--- src/rtl/gpio_mask_pkg.sv ---
package gpio_mask_pkg;
  localparam int unsigned PIN_N  = 8;
  localparam int unsigned ADDR_W = 12;

  localparam logic [ADDR_W-1:0] OFS_DIR   = 12'h400;
  localparam logic [ADDR_W-1:0] OFS_SENSE = 12'h404;
  localparam logic [ADDR_W-1:0] OFS_BOTH  = 12'h408;
  localparam logic [ADDR_W-1:0] OFS_POL   = 12'h40C;
  localparam logic [ADDR_W-1:0] OFS_EN    = 12'h410;
  localparam logic [ADDR_W-1:0] OFS_RAW   = 12'h414;
  localparam logic [ADDR_W-1:0] OFS_MSK   = 12'h418;
  localparam logic [ADDR_W-1:0] OFS_CLR   = 12'h41C;
  localparam logic [ADDR_W-1:0] OFS_MODE  = 12'h420;

  typedef struct packed {
    logic sense;
    logic both;
    logic pol;
  } det_cfg_t;
endpackage

--- src/rtl/gpio_sync.sv ---
module gpio_sync #(
  parameter int unsigned W      = 8,
  parameter int unsigned STAGES = 2
) (
  input  logic         clk_i,
  input  logic         rst_ni,
  input  logic [W-1:0] d_i,
  output logic [W-1:0] q_o,
  output logic [W-1:0] q_prev_o
);
  logic [W-1:0] stg [STAGES];

  for (genvar s = 0; s < STAGES; s++) begin : g_stg
    always_ff @(posedge clk_i or negedge rst_ni) begin
      if (!rst_ni) stg[s] <= '0;
      else if (s == 0) stg[s] <= d_i;
      else stg[s] <= stg[(s == 0) ? 0 : s-1];
    end
  end

  always_ff @(posedge clk_i or negedge rst_ni) begin
    if (!rst_ni) q_prev_o <= '0;
    else q_prev_o <= stg[STAGES-1];
  end

  assign q_o = stg[STAGES-1];
endmodule

--- src/rtl/gpio_irq_det.sv ---
module gpio_irq_det
  import gpio_mask_pkg::*;
(
  input  logic     clk_i,
  input  logic     rst_ni,
  input  logic     cur_i,
  input  logic     prev_i,
  input  det_cfg_t cfg_i,
  input  logic     clr_i,
  output logic     raw_o
);
  logic rise, fall, hit, level, latch_q;

  assign rise  = cur_i & ~prev_i;
  assign fall  = ~cur_i & prev_i;
  assign hit   = cfg_i.both ? (rise | fall) : (cfg_i.pol ? rise : fall);
  assign level = cfg_i.pol ? cur_i : ~cur_i;

  // new edge beats a simultaneous clear
  always_ff @(posedge clk_i or negedge rst_ni) begin
    if (!rst_ni) latch_q <= 1'b0;
    else latch_q <= ~cfg_i.sense & (hit | (latch_q & ~clr_i));
  end

  assign raw_o = cfg_i.sense ? level : latch_q;
endmodule

--- src/rtl/gpio_mask_irq.sv ---
module gpio_mask_irq
  import gpio_mask_pkg::*;
(
  input  logic              clk_i,
  input  logic              rst_ni,
  input  logic              sel_i,
  input  logic              wr_i,
  input  logic [ADDR_W-1:0] addr_i,
  input  logic [PIN_N-1:0]  wdata_i,
  output logic [PIN_N-1:0]  rdata_o,
  input  logic [PIN_N-1:0]  pad_in_i,
  output logic [PIN_N-1:0]  pad_out_o,
  output logic [PIN_N-1:0]  pad_oe_o,
  output logic              irq_o
);
  localparam int unsigned MSK_LO = 2;
  localparam int unsigned MSK_HI = MSK_LO + PIN_N - 1;

  logic [PIN_N-1:0] dout_q, dir_q, sense_q, both_q, pol_q, en_q, mode_q;
  logic [PIN_N-1:0] pin_cur, pin_prev, raw_stat, clr_vec, acc_mask, pin_val;
  logic             in_dwin, wr_acc, rd_acc;

  assign in_dwin  = (addr_i[ADDR_W-1:MSK_HI+1] == '0);
  assign acc_mask = addr_i[MSK_HI:MSK_LO];
  assign wr_acc   = sel_i & wr_i;
  assign rd_acc   = sel_i & ~wr_i;

  gpio_sync #(.W(PIN_N), .STAGES(2)) u_sync (
    .clk_i    (clk_i),
    .rst_ni   (rst_ni),
    .d_i      (pad_in_i),
    .q_o      (pin_cur),
    .q_prev_o (pin_prev)
  );

  always_ff @(posedge clk_i or negedge rst_ni) begin
    if (!rst_ni) begin
      dout_q  <= '0;
      dir_q   <= '0;
      sense_q <= '0;
      both_q  <= '0;
      pol_q   <= '0;
      en_q    <= '0;
      mode_q  <= '0;
    end else if (wr_acc) begin
      if (in_dwin) dout_q <= (dout_q & ~acc_mask) | (wdata_i & acc_mask);
      else begin
        case (addr_i)
          OFS_DIR:   dir_q   <= wdata_i;
          OFS_SENSE: sense_q <= wdata_i;
          OFS_BOTH:  both_q  <= wdata_i;
          OFS_POL:   pol_q   <= wdata_i;
          OFS_EN:    en_q    <= wdata_i;
          OFS_MODE:  mode_q  <= wdata_i;
          default: ;
        endcase
      end
    end
  end

  assign clr_vec = (wr_acc && addr_i == OFS_CLR) ? wdata_i : '0;

  for (genvar p = 0; p < PIN_N; p++) begin : g_det
    det_cfg_t cfg;
    assign cfg = '{sense: sense_q[p], both: both_q[p], pol: pol_q[p]};
    gpio_irq_det u_det (
      .clk_i  (clk_i),
      .rst_ni (rst_ni),
      .cur_i  (pin_cur[p]),
      .prev_i (pin_prev[p]),
      .cfg_i  (cfg),
      .clr_i  (clr_vec[p]),
      .raw_o  (raw_stat[p])
    );
  end

  assign pin_val = (dir_q & dout_q) | (~dir_q & pin_cur);

  always_comb begin
    rdata_o = '0;
    if (rd_acc) begin
      if (in_dwin) rdata_o = pin_val & acc_mask;
      else begin
        case (addr_i)
          OFS_DIR:   rdata_o = dir_q;
          OFS_SENSE: rdata_o = sense_q;
          OFS_BOTH:  rdata_o = both_q;
          OFS_POL:   rdata_o = pol_q;
          OFS_EN:    rdata_o = en_q;
          OFS_RAW:   rdata_o = raw_stat;
          OFS_MSK:   rdata_o = raw_stat & en_q;
          OFS_MODE:  rdata_o = mode_q;
          default:   rdata_o = '0;
        endcase
      end
    end
  end

  assign pad_out_o = dout_q;
  assign pad_oe_o  = dir_q;
  assign irq_o     = |(raw_stat & en_q);
endmodule

--- config.mk ---
export PLATFORM = sky130hd
export DESIGN_NAME = gpio_mask_irq
export DESIGN_NICKNAME = d
export VERILOG_FILES = /design/src/rtl/gpio_mask_pkg.sv /design/src/rtl/gpio_sync.sv /design/src/rtl/gpio_irq_det.sv /design/src/rtl/gpio_mask_irq.sv
export SDC_FILE = /design/constraint.sdc
export NUM_CORES = 1
export LEC_CHECK = 0
export BUFFER_PORTS_ARGS = -buffer_cell sky130_fd_sc_hd__buf_2
export CORE_MARGIN = 4
export CORE_UTILIZATION = 35
export DETAILED_ROUTE_END_ITERATION = 6
export GPL_TIMING_DRIVEN = 0
export MAX_ROUTING_LAYER = met4
export PLACE_DENSITY = 0.62
export SETUP_SLACK_MARGIN = 0.15
export SLEW_MARGIN = 20
export SYNTH_ARGS = -nofsm -noshare
export SYNTH_HDL_FRONTEND = slang
export SYNTH_SLANG_ARGS = --single-unit
--- constraint.sdc ---
create_clock -name clk_i -period 1.6 [get_ports clk_i]
set_clock_uncertainty 0.05 [all_clocks]
set_input_delay 0.08 -clock clk_i [delete_from_list [all_inputs] [get_ports clk_i]]
set_output_delay 0.08 -clock clk_i [all_outputs]
set_load 0.01 [all_outputs]
==> flow_summary.ini, run 1 <==
[global_route]
grt_overflow = 0
grt_pass1_vias = 4022
grt_max_degree = 49
gr-usage-all-layers = 0.2011
grt_pass1_wl_um = 21910
antenna_found_initial = 0

[timing]
min_period_ns = 2.221
worstMarginPinSlew_ns = 0.7455
fin_crit_sh = 1.388
worst_hold_slack_ns = 0.01302
fmax_ghz = 0.4503
setup_tns_ns = -4.299
finalMaxSlewViolations = 0
layout_setup_ws_ns = -0.6209
hold_viol = 0
setup_violations = 24
rsz0062_at_grt = yes
slew_headroom = 0.5030

[clocking]
cts_sinks = 88
cts_root_buffer = clkbuf_16
numCtsBuffers = 9
cts_htree_levels = 3
tritoncts = yes
clkSlewWorstSetupHoldPaths_ns = 0.06
clk_latency_ns = 0.35
clk_path_buf_depth = 2

[worst_setup_path]
worst-path-buf-inv = 1
path_cells = xor2_2 > o21a_1 > and3_1 > o211ai_1 > or4b_4 > buf_6
arrival_ns = 2.09
critPathKind = flip-flop to output pin
path_delay_family = simple AND/OR/NAND/NOR gates
max_stage_delay_ns = 0.55
reg2reg_to = g_det[1].u_det.latch_q
reg2reg_depth = 6
crit_cells = 6
crit_required_ns = 1.47
worstPathMaxFanout = 2
r2r_slack_ns = 0.22
r2r-start = u_sync.q_o[1]
crit_path_top_delay_cell = or4b_4
startpoint_type = flip-flop
critPathCaptureType = output pin

[drt]
post_drt_wl_per_cell_um = 19.33
drt_wl_total_um = 14280
via_count = 3946
routed_via_density = 5.340
drtPass1Iterations = 4
drtIter0Drc = 218
antenna_left = 0
drc = 0

[place]
placed_area_um2 = 5186
dp_hpwl_um = 9214
portBuffers = 56
gp_congestion = 0.9219

[power]
switching_share = 0.2363
finalPower_mw = 5.309
pwr-share-seq = 0.446
p_comb_frac = 0.109
p_clk_frac = 0.446
intPower_mw = 4.054
peakVddDrop_v = 0.0004781
p_leak_nw = 2.953
p_sw_mw = 1.254
powerDensity_nw_per_um2 = 819.9

[layout]
final_area_um2 = 6475
diodes = 0
seqCellArea_um2 = 2206
drive_gt1_frac = 0.4268
syn2layout_area_growth_pct = 40.17
multi_input_area_um2 = 2688
fin_nets = 610
fill_cells = 1146

[floorplanning]
pin_count = 57
fp.dieH_um = 122.9
die_area_um2 = 15100
initial_core_util = 0.3616
die_w_um = 122.9
coreArea_um2 = 12770
fp-row-count = 41

[status]
violations = setup timing
outcome = finished with violations

[worst_hold_path]
hold_depth = 3
holdPathEnd = mode_q[1]
min_from = wdata_i[1]
hold_class = input port to flip-flop

[yosys]
netlist_area_um2 = 4619
synth_nets = 487
synth_area_per_cell_um2 = 10.52
synthArstFlopShare = 1.000
synth_edf_count = 0
synth_cells = 439
ys_seq_area_frac = 0.4767
synth_cell_types = 48
ys.flop_type = dfrtp_1
ys_warn_count = 0
ys_seq_elements = 88

[flow_run]
maxCapViolCount = 0
==> worst reg2reg max path, cell delays in order, from the launching register on <==
cell	delay [ns]
dfrtp_1	0.39
buf_4	0.14
inv_1	0.04
ha_1	0.17
mux2_2	0.27
o21ai_2	0.13
a21oi_1	0.08
==> repair_timing <==
action,4_1_cts,5_1_grt
gates resized for setup,90,45
pin swaps,42,21
cloned,0,0
buffers inserted,37,7
hold buffers,10,0
hold endpoints to repair,59,0
endpoints found under the setup margin,65,56
==> synthesized netlist by cell type (2+ instances only) <==
cell	n	area, µm²
dfrtp_1	88	2202
nand2b_1	2	12.51
clkbuf_1	5	18.77
nor2b_1	4	25.02
xnor2_1	6	52.55
inv_1	25	93.84
nor3_1	8	40.04
o21ai_0	39	195.2
a2111oi_0	5	43.79
buf_2	7	35.03
a31oi_1	3	18.77
mux2_2	58	653.1
nor4b_1	2	17.52
o22ai_1	2	12.51
o211ai_1	2	15.01
nand4b_1	2	17.52
and3_1	4	25.02
nand3_1	7	35.03
a22oi_1	2	15.01
a221oi_1	6	52.55
nand2_1	55	206.5
nand4_1	5	31.28
a311oi_1	3	26.28
xor2_1	2	17.52
a21oi_1	19	95.09
mux2i_1	15	150.1
nor2_1	23	86.33
ha_1	16	200.2
nand3b_1	5	37.54
==> logic make-up (layout without fill, tap and decap cells) <==
logic type | after synthesis | count (layout) | share of synthesized area
multiplexers | 73 | 73 | 0.1739
adder cells (fa/ha/maj) | 16 | 16 | 0.04334
AO/OA/AOI/OAI | 88 | 88 | 0.1157
XOR/XNOR | 8 | 8 | 0.01517
flip-flops | 88 | 88 | 0.4767
buffers and inverters | 38 | 166 | 0.03277
AND/OR/NAND/NOR | 128 | 128 | 0.1425
==> power by group through the flow <==
stage | logic (mW) | registers, mW | clock network (mW)
6_report | 0.578 | 2.37 | 2.37
5_1_grt | 0.633 | 2.38 | 2.51
4_1_cts | 0.555 | 2.36 | 2.43
3_5_place_dp | 0.472 | 2.41 | 0
3_3_place_gp | 0.455 | 2.40 | 0
2_1_floorplan | 0.200 | 2.42 | 0
==> cell usage in the layout (no fill, tap or decap), types with 15 or more instances in the layout <==
cell type  netlist  final
o21ai_0         39     27
buf_4            0     34
buf_2            7     52
nand2_1         55     54
mux2_4           0     33
mux2_2          58     25
dfrtp_1         88     85
mux2i_1         15     15
a21oi_1         19     19
buf_6            0     16
nor2_1          23     20
inv_1           25     24
ha_1            16     15
==> final cells by class <==
class	count	area share
multi-input cells	313	0.4151
flip-flops and latches	88	0.3407
repair buffers	112	0.1281
clock buffers	12	0.04116
well taps	172	0.03324
plain buffers	13	0.01585
inverters	25	0.01449
clock inverters	4	0.01140
==> worst max path at each step <==
| stage | start | end | slack (ns) |
|---|---|---|---|
| after CTS | u_sync.q_o[0] | irq_o | -0.61 |
| after global routing | pol_q[0] | irq_o | -0.69 |
| after global placement | addr_i[3] | rdata_o[0] | -0.71 |
| after detailed placement | addr_i[3] | rdata_o[0] | -0.80 |
| final | pol_q[0] | irq_o | -0.62 |
| after floorplan | addr_i[11] | pad_oe_o[0] | -0.02 |
==> routing by layer <==
| metal | GRT usage | vias up | routed length [µm] |
|---|---|---|---|
| li1 | - | 1822 | - |
| met1 | 0.2657 | 1943 | 6134 |
| met2 | 0.3024 | 148 | 6641 |
| met3 | 0.04977 | 33 | 1132 |
| met4 | 0.06928 | 0 | 375 |
| met5 | - | - | 0 |
==> registers in the layout (all words and copies together), names as in the netlist, named ones only <==
name and count:
sense_q 8, g_det.u_det.latch_q 8, pol_q 8, u_sync.stg 8, en_q 8, mode_q 8
both_q 8, pad_oe_o 8, u_sync.q_prev_o 8, u_sync.q_o 8
==> stage by stage <==
step | cells | util | worst slack [ns]
3_5_place_dp | 669 | 0.4060 | -0.8039
5_1_grt | 739 | 0.5069 | -0.6860
3_3_place_gp | 667 | 0.4030 | -0.7103
2_1_floorplan | 439 | - | -0.02070
6_report | 739 | 0.5069 | -0.6209
4_1_cts | 732 | 0.4907 | -0.6130
Power figures use the tool's default switching activity.
==> run 2, diff against run 1 <==
--- a/config.mk
+++ b/config.mk
@@ -12,7 +12,7 @@
 export GPL_TIMING_DRIVEN = 0
 export MAX_ROUTING_LAYER = met4
 export PLACE_DENSITY = 0.62
-export SETUP_SLACK_MARGIN = 0.15
+export SETUP_SLACK_MARGIN = 0.5
 export SLEW_MARGIN = 20
 export SYNTH_ARGS = -nofsm -noshare
 export SYNTH_HDL_FRONTEND = slang
==> run 2 against run 1 <==
The flow still finishes with violations (setup timing). Register-to-register slack worse by 0.09 ns. Clock-buffer cell count down 1. Critical path depth unchanged. Sequential power about the same. Final cell count up 1.4%. Routed wire length up 4.5%. Sequential share of layout area down 1.6 points. Design area up 4.8%. Critical endpoint unchanged. Highest routed layer unchanged.
==> flow_summary.ini, run 2 (synthesized netlist as in run 1, its figures left out) <==
[drt]
via_count = 4095
drt_wl_total_um = 14930
antenna_left = 0
routed_via_density = 5.467
drtPass1Iterations = 4
drc = 0
post_drt_wl_per_cell_um = 19.94
drtIter0Drc = 337

[global_route]
grt_pass1_vias = 4046
antenna_found_initial = 0
grt_overflow = 0
grt_max_degree = 46
grt_pass1_wl_um = 21700
gr-usage-all-layers = 0.1976

[place]
dp_hpwl_um = 9110
portBuffers = 56
gp_congestion = 0.9494
placed_area_um2 = 5218

[layout]
final_area_um2 = 6784
layout_common_cells = dfrtp_1 (88), buf_2 (47), nand2_1 (46)
fin_nets = 620
final_common_cell = dfrtp_1
syn2layout_area_growth_pct = 46.86
drive_gt1_frac = 0.4731
fill_cells = 1085
diodes = 0

[timing]
worstMarginPinSlew_ns = 0.8565
layout_setup_ws_ns = -0.6249
setup_violations = 38
worst_hold_slack_ns = 0.01040
min_period_ns = 2.225
slew_headroom = 0.4290
finalMaxSlewViolations = 0
rsz0062_at_grt = yes
fin_crit_sh = 1.391
hold_viol = 0
fmax_ghz = 0.4495

[clocking]
cts_htree_levels = 3
cts_root_buffer = clkbuf_16
tritoncts = yes
clk_path_buf_depth = 2
cts_sinks = 88
numCtsBuffers = 9
clk_latency_ns = 0.35
clkSlewWorstSetupHoldPaths_ns = 0.06

[worst_setup_path]
critPathKind = flip-flop to output pin
crit_required_ns = 1.47
arrival_ns = 2.09
worstPathMaxFanout = 2
path_cells = xor2_1 > o21a_1 > and3_1 > o211ai_1 > or4b_4 > buf_6
crit_path_top_delay_cell = or4b_4
path_delay_family = simple AND/OR/NAND/NOR gates
critPathCaptureType = output pin
max_stage_delay_ns = 0.52
startpoint_type = flip-flop
worst-path-buf-inv = 1

[floorplanning]
coreArea_um2 = 12770
initial_core_util = 0.3616
die_area_um2 = 15100
fp-row-count = 41
pin_count = 57
fp.dieH_um = 122.9
die_w_um = 122.9

[flow_run]
maxCapViolCount = 0

[power]
finalPower_mw = 5.147
powerDensity_nw_per_um2 = 758.6
peakVddDrop_v = 0.0004658
p_leak_nw = 3.071

[status]
violations = setup timing
outcome = finished with violations

[worst_hold_path]
hold_class = input port to flip-flop
## run 2: cell types whose count changed in the layout (fill, tap and decap cells not counted), sizes merged
| cell | delta |
|---|---|
| buf | +9 |
| bufinv | -1 |
| clkbuf | -2 |
| clkinv | +1 |
| clkinvlp | +2 |
| dlygate4sd3 | +2 |
| inv | -1 |
## run 2: through the flow
stage	utilization	TNS, ns	instances	setup slack (ns)
5_1_grt	0.5311	-7.355	749	-0.7149
4_1_cts	0.4949	-4.030	733	-0.5654
3_5_place_dp	0.4085	-36.08	668	-0.8110
2_1_floorplan	-	-0.3930	439	-0.02070
6_report	0.5311	-6.076	749	-0.6249
3_3_place_gp	0.4061	-70.15	667	-0.6864
## run 2: metal layers
layer / up-vias / GRT usage / routed length [µm]
met3: 46 / 0.04654 / 1107
met1: 2035 / 0.2556 / 6395
met2: 180 / 0.2938 / 6923
met4: 0 / 0.09167 / 505
met5: - / - / 0
li1: 1834 / - / -
## run 2: final timing paths
| path | startpoint | endpoint | slack [ns] | cells past startpoint |
|---|---|---|---|---|
| worst max-delay path | pol_q[0] | irq_o | -0.62 | 6 |
| worst min-delay path | addr_i[6] | flip-flop | 0.01 | 3 |
| worst max register to register | u_sync.q_o[2] | g_det[2].u_det.latch_q | 0.13 | 6 |
| worst min register to register | u_sync.stg[12] | u_sync.q_o[4] | 0.30 | 0 |
| max in group asynchronous | rst_ni | g_det[7].u_det.latch_q | 0.78 | 3 |
| min in group asynchronous | rst_ni | u_sync.q_prev_o[3] | 0.17 | 2 |
## run 2: worst register-to-register path, delay by kind of cell, from the launching register on
kind	cells	cell delay (ns)
muxes	1	0.26
AOI/OAI and AO/OA	2	0.22
adders and majority gates	1	0.17
DFF	1	0.41
buffers and inverters	2	0.26
## run 2: area by class of cell
class,instances,area [µm²],area share
multi-input combinational,313,2815,0.4150
clock inverter,5,55.05,0.008115
buffer,13,123.9,0.01826
inverter,25,93.84,0.01383
tap,172,215.2,0.03172
timing repair buffer,122,1026,0.1512
sequential,88,2202,0.3246
clock buffer,11,252.7,0.03726
## run 2: power by group
part           total, mW  switching [mW]  internal [mW]  leakage, nW
Sequential          2.36          0.0570           2.31         1.11
Clock               2.18           0.889           1.29        0.148
Combinational      0.605           0.342          0.263         1.81
## run 2: repair_timing
action | CTS | global route
hold buffers | 12 | 0
buffers inserted | 37 | 14
pin swaps | 37 | 37
gates resized for setup | 121 | 77
gates cloned | 0 | 2
setup endpoints to repair | 73 | 101
endpoints found under the hold margin | 62 | 0
==> run 3, diff against run 2 <==
--- a/config.mk
+++ b/config.mk
@@ -10,6 +10,7 @@
 export CORE_UTILIZATION = 35
 export DETAILED_ROUTE_END_ITERATION = 6
 export GPL_TIMING_DRIVEN = 0
+export HOLD_SLACK_MARGIN = 0.08
 export MAX_ROUTING_LAYER = met4
 export PLACE_DENSITY = 0.62
 export SETUP_SLACK_MARGIN = 0.5
==> run 3 against run 2 <==
The run still ends with setup timing left. Clock-buffer cell count did not move. Design area rose by 1.3%. Routed wire length rose by 0.44%. Sequential power barely moved. Power rose by 0.40%. Final cell count rose by 1.2%. Highest routed layer unchanged.
==> flow_summary.ini, run 3 (synthesized netlist as in run 1, its figures left out) <==
[clocking]
clk_latency_ns = 0.35
numCtsBuffers = 9
cts_sinks = 88
clk_path_buf_depth = 2
tritoncts = yes
cts_htree_levels = 3
clkSlewWorstSetupHoldPaths_ns = 0.06
cts_root_buffer = clkbuf_16

[global_route]
grt_max_degree = 46
antenna_found_initial = 0
grt_pass1_vias = 4058
gr-usage-all-layers = 0.1979
grt_overflow = 0
grt_pass1_wl_um = 21750

[worst_setup_path]
arrival_ns = 2.07
path_cells = xor2_1 > o21a_1 > and3_1 > o211ai_1 > or4b_4 > buf_6
r2r-start = u_sync.q_o[2]
reg2reg_to = g_det[2].u_det.latch_q
critPathKind = flip-flop to output pin
r2r_slack_ns = 0.13
startpoint_type = flip-flop
reg2reg_depth = 6
crit_path_top_delay_cell = or4b_4
crit_required_ns = 1.47
max_stage_delay_ns = 0.51
critPathCaptureType = output pin
worstPathMaxFanout = 2

[layout]
fin_nets = 629
drive_gt1_frac = 0.4659
syn2layout_area_growth_pct = 48.81
diodes = 0
layout_common_cells = dfrtp_1 (88), buf_2 (47), nand2_1 (46)
final_common_cell = dfrtp_1

[place]
dp_hpwl_um = 9110
portBuffers = 56
gp_congestion = 0.9494
place_ws_ns = -0.8110

[floorplanning]
initial_core_util = 0.3616
die_area_um2 = 15100
coreArea_um2 = 12770
pin_count = 57
fp.dieH_um = 122.9
fp-row-count = 41
die_w_um = 122.9

[timing]
slew_headroom = 0.4419
setup_violations = 38
hold_viol = 0
finalMaxSlewViolations = 0
fin_crit_sh = 1.376
setup_tns_ns = -5.944
min_period_ns = 2.201
worstMarginPinSlew_ns = 0.8372
rsz0062_at_grt = yes
fmax_ghz = 0.4543
layout_setup_ws_ns = -0.6013

[drt]
drc = 0
antenna_left = 0
routed_via_density = 5.472
drtPass1Iterations = 5
via_count = 4148
drt_wl_total_um = 15000
post_drt_wl_per_cell_um = 19.79
drtIter0Drc = 312

[power]
peakVddDrop_v = 0.0004723
p_leak_nw = 3.109
powerDensity_nw_per_um2 = 751.7
finalPower_mw = 5.167

[flow_run]
maxCapViolCount = 0

[status]
violations = setup timing
outcome = finished with violations

[worst_hold_path]
hold_class = input port to asynchronous set/reset pin
-- run 3: layout make-up --
type / instances / area, µm²
clock inverter: 5 / 55.05
buffer: 13 / 123.9
multi-input combinational: 313 / 2815
sequential: 88 / 2202
tap: 172 / 215.2
inverter: 25 / 93.84
clock buffer: 11 / 252.7
fill: 1084 / 5899
timing repair buffer: 131 / 1116
-- run 3: worst max-delay path, delay by kind of cell (launching register included) --
family | cells | cell delay (ns)
AO/OA/AOI/OAI | 2 | 0.27
flip-flops | 1 | 0.40
AND/OR/NAND/NOR | 2 | 0.69
buffers and inverters | 1 | 0.14
XOR/XNOR | 1 | 0.21
-- run 3: how the worst max path moves through the flow --
stage          slack, ns           from  cells past startpoint     endpoint
6_report           -0.60       pol_q[0]                      6        irq_o
5_1_grt            -0.71       pol_q[5]                      6   rdata_o[5]
4_1_cts            -0.57  u_sync.q_o[0]                      6        irq_o
3_5_place_dp       -0.81      addr_i[3]                      7   rdata_o[0]
3_3_place_gp       -0.69      addr_i[3]                      7   rdata_o[0]
2_1_floorplan      -0.02     addr_i[11]                      6  pad_oe_o[0]
-- run 3: metrics by stage --
step	cells	hold WS [ns]	util	cell area [µm²]
floorplan	439	-0.2656	-	4692
global placement	667	0.1390	0.4061	5187
detailed placement	668	0.07835	0.4085	5218
CTS	742	0.1594	0.5019	6411
global route	758	0.1838	0.5382	6874
finish	758	0.1684	0.5382	6874
-- run 3: routing by layer --
metal / vias up / wire [µm] / GRT usage
met5: - / 0 / -
met4: 0 / 550 / 0.09167
met3: 47 / 1112 / 0.04654
met2: 192 / 6874 / 0.2938
met1: 2052 / 6462 / 0.2565
li1: 1857 / - / -
-- run 3: what timing repair did --
action,CTS,global route
endpoints found under the hold margin,108,0
pin swaps,37,37
resized for setup,121,77
gates cloned,0,2
hold buffers,21,0
setup endpoints to repair,73,101
setup buffers,37,14
-- run 3: power breakdown --
group          internal (mW)  switching (mW)  total, mW
clock network           1.29           0.892       2.18
registers               2.31          0.0572       2.36
logic                  0.278           0.345      0.622
total                   3.87            1.29       5.17
